## config.mk

```make
export PLATFORM = sky130hd
export DESIGN_NAME = lnk_integrity_mon
export DESIGN_NICKNAME = d
export VERILOG_FILES = /design/src/rtl/lnkmon_pkg.sv /design/src/rtl/lnkmon_settle.sv /design/src/rtl/lnkmon_fsm.sv /design/src/rtl/lnkmon_status_sel.sv /design/src/rtl/lnk_integrity_mon.sv
export SDC_FILE = /design/constraint.sdc
export NUM_CORES = 1
export LEC_CHECK = 0
export ABC_AREA = 1
export BUFFER_PORTS_ARGS = -buffer_cell sky130_fd_sc_hd__buf_4
export CAP_MARGIN = 25
export CORE_MARGIN = 5
export CORE_UTILIZATION = 50
export CTS_BUF_LIST = sky130_fd_sc_hd__clkbuf_4 sky130_fd_sc_hd__clkbuf_8 sky130_fd_sc_hd__clkbuf_16
export DETAILED_ROUTE_END_ITERATION = 10
export PLACE_DENSITY_LB_ADDON = 0.1
export SYNTH_ARGS = -nofsm -noshare
export SYNTH_HDL_FRONTEND = slang
export SYNTH_SLANG_ARGS = --single-unit
export TNS_END_PERCENT = 20
```

## constraint.sdc

```tcl
create_clock -name clk -period 1.1 [get_ports clk]
set_input_delay 0 -clock clk [delete_from_list [all_inputs] [get_ports clk]]
set_output_delay 0 -clock clk [all_outputs]
set_load 0.03 [all_outputs]
```

## src/rtl/lnkmon_pkg.sv

```systemverilog
package lnkmon_pkg;

    typedef enum logic [1:0] {
        LM_DOWN  = 2'd0,
        LM_READY = 2'd1,
        LM_UP    = 2'd2
    } lm_state_e;

endpackage

```

## src/rtl/lnkmon_settle.sv

```systemverilog
module lnkmon_settle #(
    parameter int LIMIT = 8250
) (
    input  logic clk,
    input  logic rst_n,
    input  logic sig_ok,
    output logic settled
);
    localparam int CW = $clog2(LIMIT + 1);
    localparam logic [CW-1:0] LIM = CW'(LIMIT);

    logic [CW-1:0] cnt_q;

    // Counts cycles of continuous validity, saturating at LIM; any low sample restarts it.
    always_ff @(posedge clk) begin
        if (!rst_n) begin
            cnt_q <= '0;
        end else if (!sig_ok) begin
            cnt_q <= '0;
        end else if (cnt_q != LIM) begin
            cnt_q <= cnt_q + CW'(1);
        end
    end

    assign settled = (cnt_q == LIM);

    a_r3_restart: assert property (@(posedge clk) disable iff (!rst_n)
        !sig_ok |=> (cnt_q == '0));

    a_r2_bounded: assert property (@(posedge clk) disable iff (!rst_n)
        cnt_q <= LIM);

    a_r2_one_step: assert property (@(posedge clk) disable iff (!rst_n)
        (sig_ok && cnt_q != LIM) |=> (cnt_q == $past(cnt_q) + CW'(1)));

endmodule

```

## src/rtl/lnkmon_fsm.sv

```systemverilog
module lnkmon_fsm
    import lnkmon_pkg::*;
(
    input  logic      clk,
    input  logic      rst_n,
    input  logic      sig_ok,
    input  logic      an_on,
    input  logic      an_grant,
    input  logic      settled,
    output lm_state_e state_o,
    output logic      up_q,
    output logic      trx_q
);
    lm_state_e st_q;
    lm_state_e st_nxt;

    always_comb begin
        st_nxt = st_q;
        unique case (st_q)
            LM_DOWN: begin
                if (settled) begin
                    st_nxt = an_on ? LM_READY : LM_UP;
                end
            end
            LM_READY: begin
                if (!an_on || an_grant) begin
                    st_nxt = LM_UP;
                end
            end
            LM_UP: begin
                st_nxt = LM_UP;
            end
            default: begin
                st_nxt = LM_DOWN;
            end
        endcase
        // Loss of validity overrides every other transition.
        if (!sig_ok) begin
            st_nxt = LM_DOWN;
        end
    end

    // State register
    always_ff @(posedge clk) begin
        if (!rst_n) begin
            st_q <= LM_DOWN;
        end else begin
            st_q <= st_nxt;
        end
    end

    // Registered outputs, decoded from the next state so they move on the same edge
    always_ff @(posedge clk) begin
        if (!rst_n) begin
            up_q  <= 1'b0;
            trx_q <= 1'b0;
        end else begin
            up_q  <= (st_nxt == LM_UP);
            trx_q <= (st_nxt == LM_UP);
        end
    end

    assign state_o = st_q;

    a_r2_hold_down: assert property (@(posedge clk) disable iff (!rst_n)
        (st_q == LM_DOWN && !settled) |=> (st_q == LM_DOWN));

    a_r4_wait_grant: assert property (@(posedge clk) disable iff (!rst_n)
        (st_q == LM_READY && an_on && !an_grant) |=> (st_q != LM_UP));

    a_r6_bypass: assert property (@(posedge clk) disable iff (!rst_n)
        (st_q == LM_READY && !an_on && sig_ok) |=> (st_q == LM_UP));

    a_r7_drop: assert property (@(posedge clk) disable iff (!rst_n)
        !sig_ok |=> (st_q == LM_DOWN && !up_q && !trx_q));

    a_r8_enable_in_up: assert property (@(posedge clk) disable iff (!rst_n)
        trx_q |-> (st_q == LM_UP));

    a_r10_legal: assert property (@(posedge clk) disable iff (!rst_n)
        st_q != 2'd3);

endmodule

```

## src/rtl/lnkmon_status_sel.sv

```systemverilog
module lnkmon_status_sel (
    input  logic spd100,
    input  logic up100,
    input  logic lnk10_ok,
    output logic link_o
);
    always_comb begin
        link_o = spd100 ? up100 : lnk10_ok;
    end
endmodule

```

## src/rtl/lnk_integrity_mon.sv

```systemverilog
module lnk_integrity_mon
    import lnkmon_pkg::*;
#(
    parameter int SETTLE_CYC = 8250
) (
    input  logic       clk,
    input  logic       rst_n,
    input  logic       sig_ok,
    input  logic       an_on,
    input  logic       an_grant,
    input  logic       lnk10_ok,
    input  logic       spd100,
    output logic       link_up,
    output logic       trx_en,
    output logic [1:0] fsm_state
);
    logic      settled;
    logic      up100;
    lm_state_e st;

    lnkmon_settle #(.LIMIT(SETTLE_CYC)) u_settle (
        .clk     (clk),
        .rst_n   (rst_n),
        .sig_ok  (sig_ok),
        .settled (settled)
    );

    lnkmon_fsm u_fsm (
        .clk      (clk),
        .rst_n    (rst_n),
        .sig_ok   (sig_ok),
        .an_on    (an_on),
        .an_grant (an_grant),
        .settled  (settled),
        .state_o  (st),
        .up_q     (up100),
        .trx_q    (trx_en)
    );

    lnkmon_status_sel u_sel (
        .spd100   (spd100),
        .up100    (up100),
        .lnk10_ok (lnk10_ok),
        .link_o   (link_up)
    );

    assign fsm_state = st;

    a_r9_link_source: assert property (@(posedge clk) disable iff (!rst_n)
        (spd100 && link_up) |-> (fsm_state == 2'd2));

endmodule

```

After elaboration in Yosys (flattened, before gate mapping)
Cells that the tools add are included.
{"block": "word_totals", "regBits": 17, "latch_bits": 0, "ram_bits": 0, "mem_bits_ro": 0, "input_bits": 7, "output_inout_bits": 4, "word_cells": 19, "memories": 0}
{"block": "classes", "add_sub_neg": 1, "n_mul": 0, "div_mod_pow": 0, "order_cmp": 0, "n_eq_ne": 5, "shifts": 0, "n_mux": 6, "bitwise_logic": 0, "reduce_logical": 4}
{"op": "adder 14 x 1 -> 14 bit (second input constant)", "count": 1}
{"op": "== test 14 bit (second input constant)", "count": 1}
{"op": "inequality test 14 bit (second input constant)", "count": 1}
{"op": "two-way mux 2 bit", "count": 4}
{"op": "one-hot mux 2 bit (3 select lines)", "count": 1}
{"op": "== test 2 bit (second input constant)", "count": 2}
{"op": "== test 2 x 1 -> 1 bit (second input constant)", "count": 1}
{"op": "logical NOT 2 bit", "count": 1}
{"op": "AND reduction 2 bit", "count": 1}
{"op": "logical NOT 1 bit", "count": 1}
{"op": "logical OR 1 bit", "count": 1}
{"op": "two-way mux 1 bit", "count": 1}

Logic depth before layout (Yosys ltp)
Gate-level depths: netlist of the first run.
{"block": "logic_depth", "word_depth": 6, "ltp_mapped": 7, "ltp_nobuf": 7}

Hierarchy
Synthesis of the first run repeated with hierarchy kept, for this count alone.
{"block": "unflattened", "hier_cells": 150, "hier_area_um2": 960.9}
{"mod": "lnkmon_settle", "n_inst": 1, "cells_per_inst": 119, "area_each_um2": 785.8, "seq_area_each_um2": 280.3}
{"mod": "lnkmon_fsm", "n_inst": 1, "cells_per_inst": 27, "area_each_um2": 160.2, "seq_area_each_um2": 60.1}
{"mod": "lnkmon_status_sel", "n_inst": 1, "cells_per_inst": 4, "area_each_um2": 15.0, "seq_area_each_um2": 0.0}

Worst setup path before layout of the first run
OpenSTA, ideal clock, no wires.
{"block": "synth_timing", "path_type": "register to register", "start": "register u_settle.cnt_q[1]", "end": "register u_settle.cnt_q[8]", "setup_ps": 124, "t_arrival_ps": 1047, "required_time_ps": 976, "slack_ps": -72, "path_stages_with_launch": 7, "path_buffers": 0, "synth_period_minus_slack_ps": 1172, "cell_sequence": "dfxtp_1 -> ha_1 -> inv_1 -> nor2_4 -> nand2_1 -> o21ai_0 -> a21oi_1"}
{"block": "synth_via", "elab_chain_cells": 1, "elab_cells_between_ends": 2, "cone_classes": "add/sub (1); eq/ne (1)"}
{"item": "from (decl)", "line_no": "lnkmon_settle.sv:12", "source": "logic [CW-1:0] cnt_q;"}
{"item": "from (signal assigned)", "line_no": "lnkmon_settle.sv:21", "source": "cnt_q <= cnt_q + CW'(1);"}
{"item": "adder 14 x 1 -> 14 bit / inequality test 14 bit (equally long branches)", "line_no": "lnkmon_settle.sv:21, lnkmon_settle.sv:20"}
Parallel ways exist; a longest one is shown, timed or not.
A chain may end at the register's enable or synchronous reset.

Worst setup path in the final report of the first run
{"block": "layout_timing", "start": "register u_settle.cnt_q[0]", "end": "register u_settle.cnt_q[0]"}
The elaborated chain is that of the path after synthesis.

==> metrics.txt, run 1 <==
status=finished, violations left; violated checks=setup timing; I/O pin count=11; global routing usage summed across all routing layers=18.3%; most instantiated flip-flop cell in the synthesis netlist=sky130_fd_sc_hd__dfxtp_1; Arrival @ worst endpoint=about 1.4 ns; remaining global-route overflow=0; floorplan die area=between 2000 and 3000 sq um; headroom to the max-slew limit=about four fifths; clock root cell=sky130_fd_sc_hd__clkbuf_4; final weighted congestion in routability-driven placement=0.823; clock latency at the later pin of the worst-skew pair=0.29 ns; starting utilization of the core area=53.3%; proportion of register bits with asynchronous set or reset after synthesis=0%; input/output buffers=10; count of standard-cell rows=15; count leader, synth=sky130_fd_sc_hd__nand2_1; antenna violations before repair=0; clock tree skew after final layout=roughly 0.0014 ns; first-pass iteration count of the detailed router=4; slew of the pin with the lowest slew margin=roughly 0.32 ns; global-route wire length before repair=3.82 mm; Fmax=between 800 and 900 MHz; number of failing setup endpoints in the final timing report=13; post-synth top area cell=sky130_fd_sc_hd__dfxtp_1; Setup crit end kind=flip-flop; Reg2Reg Setup Slack=-0.08 ns; number of violations reported at the end of detailed-routing iteration 0=25; unrepaired setup endpoints after global routing=true; horizontal extent of the die=between 50 and 60 microns; WL/cell=11.4 microns; end-of-flow core utilization=around 73%; final critical delay including setup and external delays=1.18 ns; number of unique standard cell types used by synthesis=20; total detailed-routing wirelength=2.20 mm; Hold Path Class=input port to flip-flop; startpoint types=flip-flop; Fill cells=136; Static Leak=0.494 nW; final worst-path setup slack=-0.0781 ns; number of design rule violations left after detail routing=0; sequential fraction of the synthesis area=a little over a third; synthesis-to-finish area growth=37.1%; detailed-placement wirelength estimate=approximately 1.6 mm; clock sink count=17; Total Nets Final=roughly 180; core area=approximately 1700 sq um; clock tree from TritonCTS=yes; maximum number of buffers from clock root to sink=2; worst hold slack after final layout=0.0175 ns; vias in the first global route=904; routed vias=slightly below 1000; remaining antenna violation count after routing=0; H-tree Lvls=1; number of instances in the synthesized netlist=138; TritonCTS buffer count=3; Fin Setup TNS=-0.455 ns; mapped cell area=~930 sq um; number of flops mapped to enable cells by yosys=0; Pins Over Slew Limit=0; fraction of final layout cells with drive strength greater than 1=a little under a third; Synth top area share=36.6%; syn_nets=147; # diodes=0; count of endpoints failing hold in the final timing report=0; top cells by area in the synthesized netlist=sky130_fd_sc_hd__dfxtp_1 (37%), sky130_fd_sc_hd__nand2_1 (14%), sky130_fd_sc_hd__nor2_1 (10%); post-synthesis register bit count=17; crit share post-route=107%; Yosys Warn Count=0; largest net degree at the start of global routing=11; Max rail drop VDD=0.000705 V; most frequent cells after synthesis=sky130_fd_sc_hd__nand2_1 (34), sky130_fd_sc_hd__nor2_1 (26), sky130_fd_sc_hd__dfxtp_1 (17), sky130_fd_sc_hd__inv_1 (16), sky130_fd_sc_hd__a21oi_1 (11); average instance area after synthesis=around 6.7 sq um; pwr/cell area=between 800 and 900 nW/um^2; max cap viols=0; Die H=53.1 microns; critical path peak fanout=5; critical setup path kind=flip-flop to flip-flop; Vias per Instance=5.04; required time of the critical path=1.29 ns; clock transition at the registers of the reported paths=0.10 ns
power breakdown:
part           switching (W)  internal [W]
combinational      0.0000385     0.0000492
sequential        0.00000709      0.000616
clock               0.000196      0.000135
cell families (layout without fill, tap and decap cells):
logic type / after synthesis / count (layout) / share of synthesized area, %
AOI/OAI and AO/OA: 18 / 18 / 10.5
xor gates and xnor gates: 2 / 2 / 1.88
adders and majority gates: 2 / 2 / 2.69
buffers and inverters: 16 / 46 / 6.46
DFF: 17 / 17 / 36.6
muxes: 1 / 1 / 1.21
and+or+nand+nor: 82 / 82 / 40.6
per-layer routing:
layer	share of wire, %	track usage [%]	vias up
li1	-	-	508
met1	46	22.0	435
met2	48	31.0	25
met3	4.3	5.92	4
met4	1.0	4.68	0
met5	0	0	-
area by class of cell:
type                       instances  area (sq um)  area share [%]
tap                               25          31.3            2.45
multi-input combinational        105           597            46.8
timing repair buffer              26           205            16.1
clock buffer                       3          22.5            1.77
clock inverter                     1          5.00           0.393
sequential                        17           352            27.6
inverter                          16          62.6            4.91
worst max-delay path, cell delays in order, from the launching register on:
cell,delay (ns)
sky130_fd_sc_hd__dfxtp_4,0.38
sky130_fd_sc_hd__inv_4,0.07
sky130_fd_sc_hd__ha_4,0.15
sky130_fd_sc_hd__nand3_4,0.08
sky130_fd_sc_hd__nor2_4,0.19
sky130_fd_sc_hd__nand3_1,0.09
sky130_fd_sc_hd__nand2_1,0.07
sky130_fd_sc_hd__nor2_1,0.04
cells in the final DEF (no fill, tap or decap), types with 3 or more instances in the layout:
cell                       Yosys  routed
sky130_fd_sc_hd__a21oi_1      11      11
sky130_fd_sc_hd__nor2_4        3       3
sky130_fd_sc_hd__buf_4         0      23
sky130_fd_sc_hd__nand3_1       9       7
sky130_fd_sc_hd__inv_1        16      14
sky130_fd_sc_hd__dfxtp_1      17      12
sky130_fd_sc_hd__nand4_1       3       3
sky130_fd_sc_hd__nand2_1      34      32
sky130_fd_sc_hd__dfxtp_2       0       3
sky130_fd_sc_hd__nor2_1       26      24
sky130_fd_sc_hd__nand3b_1      3       3
sky130_fd_sc_hd__clkbuf_4      0       3
sequential cells by signal (all words and copies together) (netlist names):
signal          flops
u_fsm.state_o       2
u_settle.cnt_q     14
u_fsm.up_q          1
timing repair:
action / 4_1_cts / 5_1_grt
cloned: 0 / 0
pin swaps: 9 / 7
setup buffers: 3 / 2
endpoints found under the hold margin: 1 / 0
gates resized for setup: 20 / 7
hold buffers: 1 / 0
setup endpoints to repair: 11 / 16
per-stage QoR:
step | instance area [sq um] | std cells | total power, W | setup WS, ns
3_3_place_gp | 1110 | 183 | 0.000705 | -0.0799
3_5_place_dp | 1110 | 183 | 0.000707 | -0.101
6_report | 1270 | 193 | 0.00104 | -0.0781
5_1_grt | 1270 | 193 | 0.00110 | -0.164
2_1_floorplan | 933 | 138 | 0.000669 | -0.0159
4_1_cts | 1240 | 191 | 0.00105 | -0.0593
final timing paths:
check,startpoint,end,cells past startpoint
worst min-delay path,sig_ok,u_settle.cnt_q[5],3
worst max-delay path,u_settle.cnt_q[0],u_settle.cnt_q[0],7
worst min register to register,u_settle.cnt_q[3],u_settle.cnt_q[3],2
worst max register to register,u_settle.cnt_q[0],u_settle.cnt_q[0],7
(Power assumes the default switching activity.)
==> run 2, diff against run 1 <==
- CORE_UTILIZATION: 50 -> 55
- clock period: 1.1 -> 1.3 ns (I/O delays scaled with it)
==> metrics.txt, run 2 (synthesis gave the netlist of run 1 again) <==
input/output buffers=10; # diodes=0; floorplan die area=2610 sq um; detailed-placement wirelength estimate=1.56 mm; maximum number of buffers from clock root to sink=2; reg-to-reg critical path startpoint=u_settle.cnt_q[0]; synthesis-to-finish area growth=18.4%; remaining antenna violation count after routing=0; starting utilization of the core area=59.6%; vias in the first global route=between 700 and 800; capture instance of the worst register-to-register path=u_settle.cnt_q[8]; Die H=51.1 microns; final critical delay including setup and external delays=1.26 ns; Total Nets Final=about 170; count of endpoints failing hold in the final timing report=0; Hold Path Class=input port to flip-flop; headroom to the max-slew limit=78.9%; global-route wire length before repair=3.39 mm; global-route layer with the greatest usage=met2; number of design rule violations left after detail routing=0; number of violations reported at the end of detailed-routing iteration 0=25; final weighted congestion in routability-driven placement=0.861; Arrival @ worst endpoint=1.44 ns; routing usage on met2=approximately 28%; clock tree skew after final layout=0.00356 ns; CP peak stage delay=0.37 ns; largest register by flop count=u_settle.cnt_q; remaining global-route overflow=0; Reg2Reg Setup Slack=between 0.04 and 0.05 ns; Vias per Instance=5.43; horizontal extent of the die=51.1 microns; pwr/cell area=just over 800 nW/um^2; Largest register FFs=14; fraction of final layout cells with drive strength greater than 1=20.0%; clock sink count=17; Overall Power=about 0.00090 W; Pins Over Slew Limit=0; met1 Usage GRT=22.0%; TritonCTS buffer count=3; capture endpoint of the worst hold path=u_fsm.state_o[0]; Worst Setup Slack post-DPL=-0.0249 ns; routed vias=about 930; most frequent cells in the layout=sky130_fd_sc_hd__nand2_1 (33), sky130_fd_sc_hd__nor2_1 (25), sky130_fd_sc_hd__inv_1 (15); max cap viols=0; number of failing setup endpoints in the final timing report=0; startpoint types=flip-flop; critical setup path kind=flip-flop to flip-flop; critical-path cell list=ha_2, inv_1, nor2_4, nand2_2, o21ai_0, a21oi_1; crit share post-route=around 97%; Hold Path Origin=an_on; antenna violations before repair=0; Fill cells=128; clock tree from TritonCTS=yes; end-of-flow core utilization=70.6%; Max rail drop VDD=0.000753 V; I/O pin count=11; clock transition at the registers of the reported paths=0.10 ns; Static Leak=roughly 0.42 nW; M3 GR Usage=4.07%; count of standard-cell rows=14; status=finished clean; cell type of the slowest stage on the worst timing path=sky130_fd_sc_hd__dfxtp_2; first-pass iteration count of the detailed router=4; most frequent standard cell in the layout excluding fill and tap cells=sky130_fd_sc_hd__nand2_1; clock root cell=sky130_fd_sc_hd__clkbuf_4; largest net degree at the start of global routing=10; Fmax=794 MHz; H-tree Lvls=1; final worst-path setup slack=0.0408 ns; Setup crit end kind=flip-flop; global routing usage summed across all routing layers=between 15 and 20%; required time of the critical path=1.48 ns; WL/cell=12.3 microns; total detailed-routing wirelength=2.11 mm; Min-Delay Path Depth=3; clock latency at the later pin of the worst-skew pair=0.30 ns; critical path peak fanout=5; number of cells traversed by the worst register-to-register path=6; core area=1560 sq um; slew of the pin with the lowest slew margin=roughly 0.32 ns; worst hold slack after final layout=0.0171 ns
==> run 2: per-stage QoR <==
| stage | cell area, sq um | setup TNS, ns | instances |
|---|---|---|---|
| 2_1_floorplan | 930 | 0 | 138 |
| 3_3_place_gp | 1020 | 0 | 164 |
| 3_5_place_dp | 1020 | -0.0400 | 164 |
| 4_1_cts | 1070 | 0 | 169 |
| 5_1_grt | 1100 | -0.00825 | 171 |
| 6_report | 1100 | 0 | 171 |
==> run 2: worst max-delay path by stage <==
stage                       from                  to  slack, ns  cells after the start
2_1_floorplan  u_settle.cnt_q[1]   u_settle.cnt_q[8]       0.13                      6
6_report       u_settle.cnt_q[0]   u_settle.cnt_q[8]       0.04                      6
4_1_cts        u_settle.cnt_q[0]   u_settle.cnt_q[8]       0.01                      6
3_5_place_dp   u_settle.cnt_q[1]   u_settle.cnt_q[8]      -0.02                      6
5_1_grt        u_settle.cnt_q[0]  u_settle.cnt_q[12]     -0.006                      7
3_3_place_gp   u_settle.cnt_q[1]   u_settle.cnt_q[8]       0.06                      6
==> run 2: repair_timing <==
| action | in CTS | in global routing |
|---|---|---|
| hold buffers | 1 | 0 |
| buffers inserted | 0 | 2 |
| gates resized for setup | 1 | 10 |
| endpoints found under the setup margin | 2 | 8 |
| hold endpoints to repair | 1 | 0 |
| pin swaps | 1 | 2 |
==> run 2: critical path, delay by kind of cell, from the launching register on <==
kind	cells	cell delay, ns
buffers and inverters	1	0.06
AND/OR/NAND/NOR	2	0.25
flip-flops	1	0.37
adder cells (fa/ha/maj)	1	0.19
AO/OA/AOI/OAI	2	0.26
==> run 2: cell type report <==
cell class	count	area [sq um]	area share [%]
tap	16	20.0	1.82
multi-input combinational	105	544	49.4
timing repair buffer	13	100	9.09
sequential	17	347	31.5
inverter	16	60.1	5.45
clock buffer	4	30.0	2.73
==> run 2: metal layers <==
metal  wire length [microns]  vias up  share of wire [%]
li1                        -      479                  -
met1                     968      414                 46
met2                     977       28                 46
met3                     121        7                5.7
met4                      40        0                1.9
met5                       0        -                  0
==> run 2: report_power, final <==
group,leakage (nW),switching [W],internal (W)
clock network,0.0184,0.000179,0.000141
registers,0.139,0.00000363,0.000523
logic,0.264,0.0000269,0.0000280
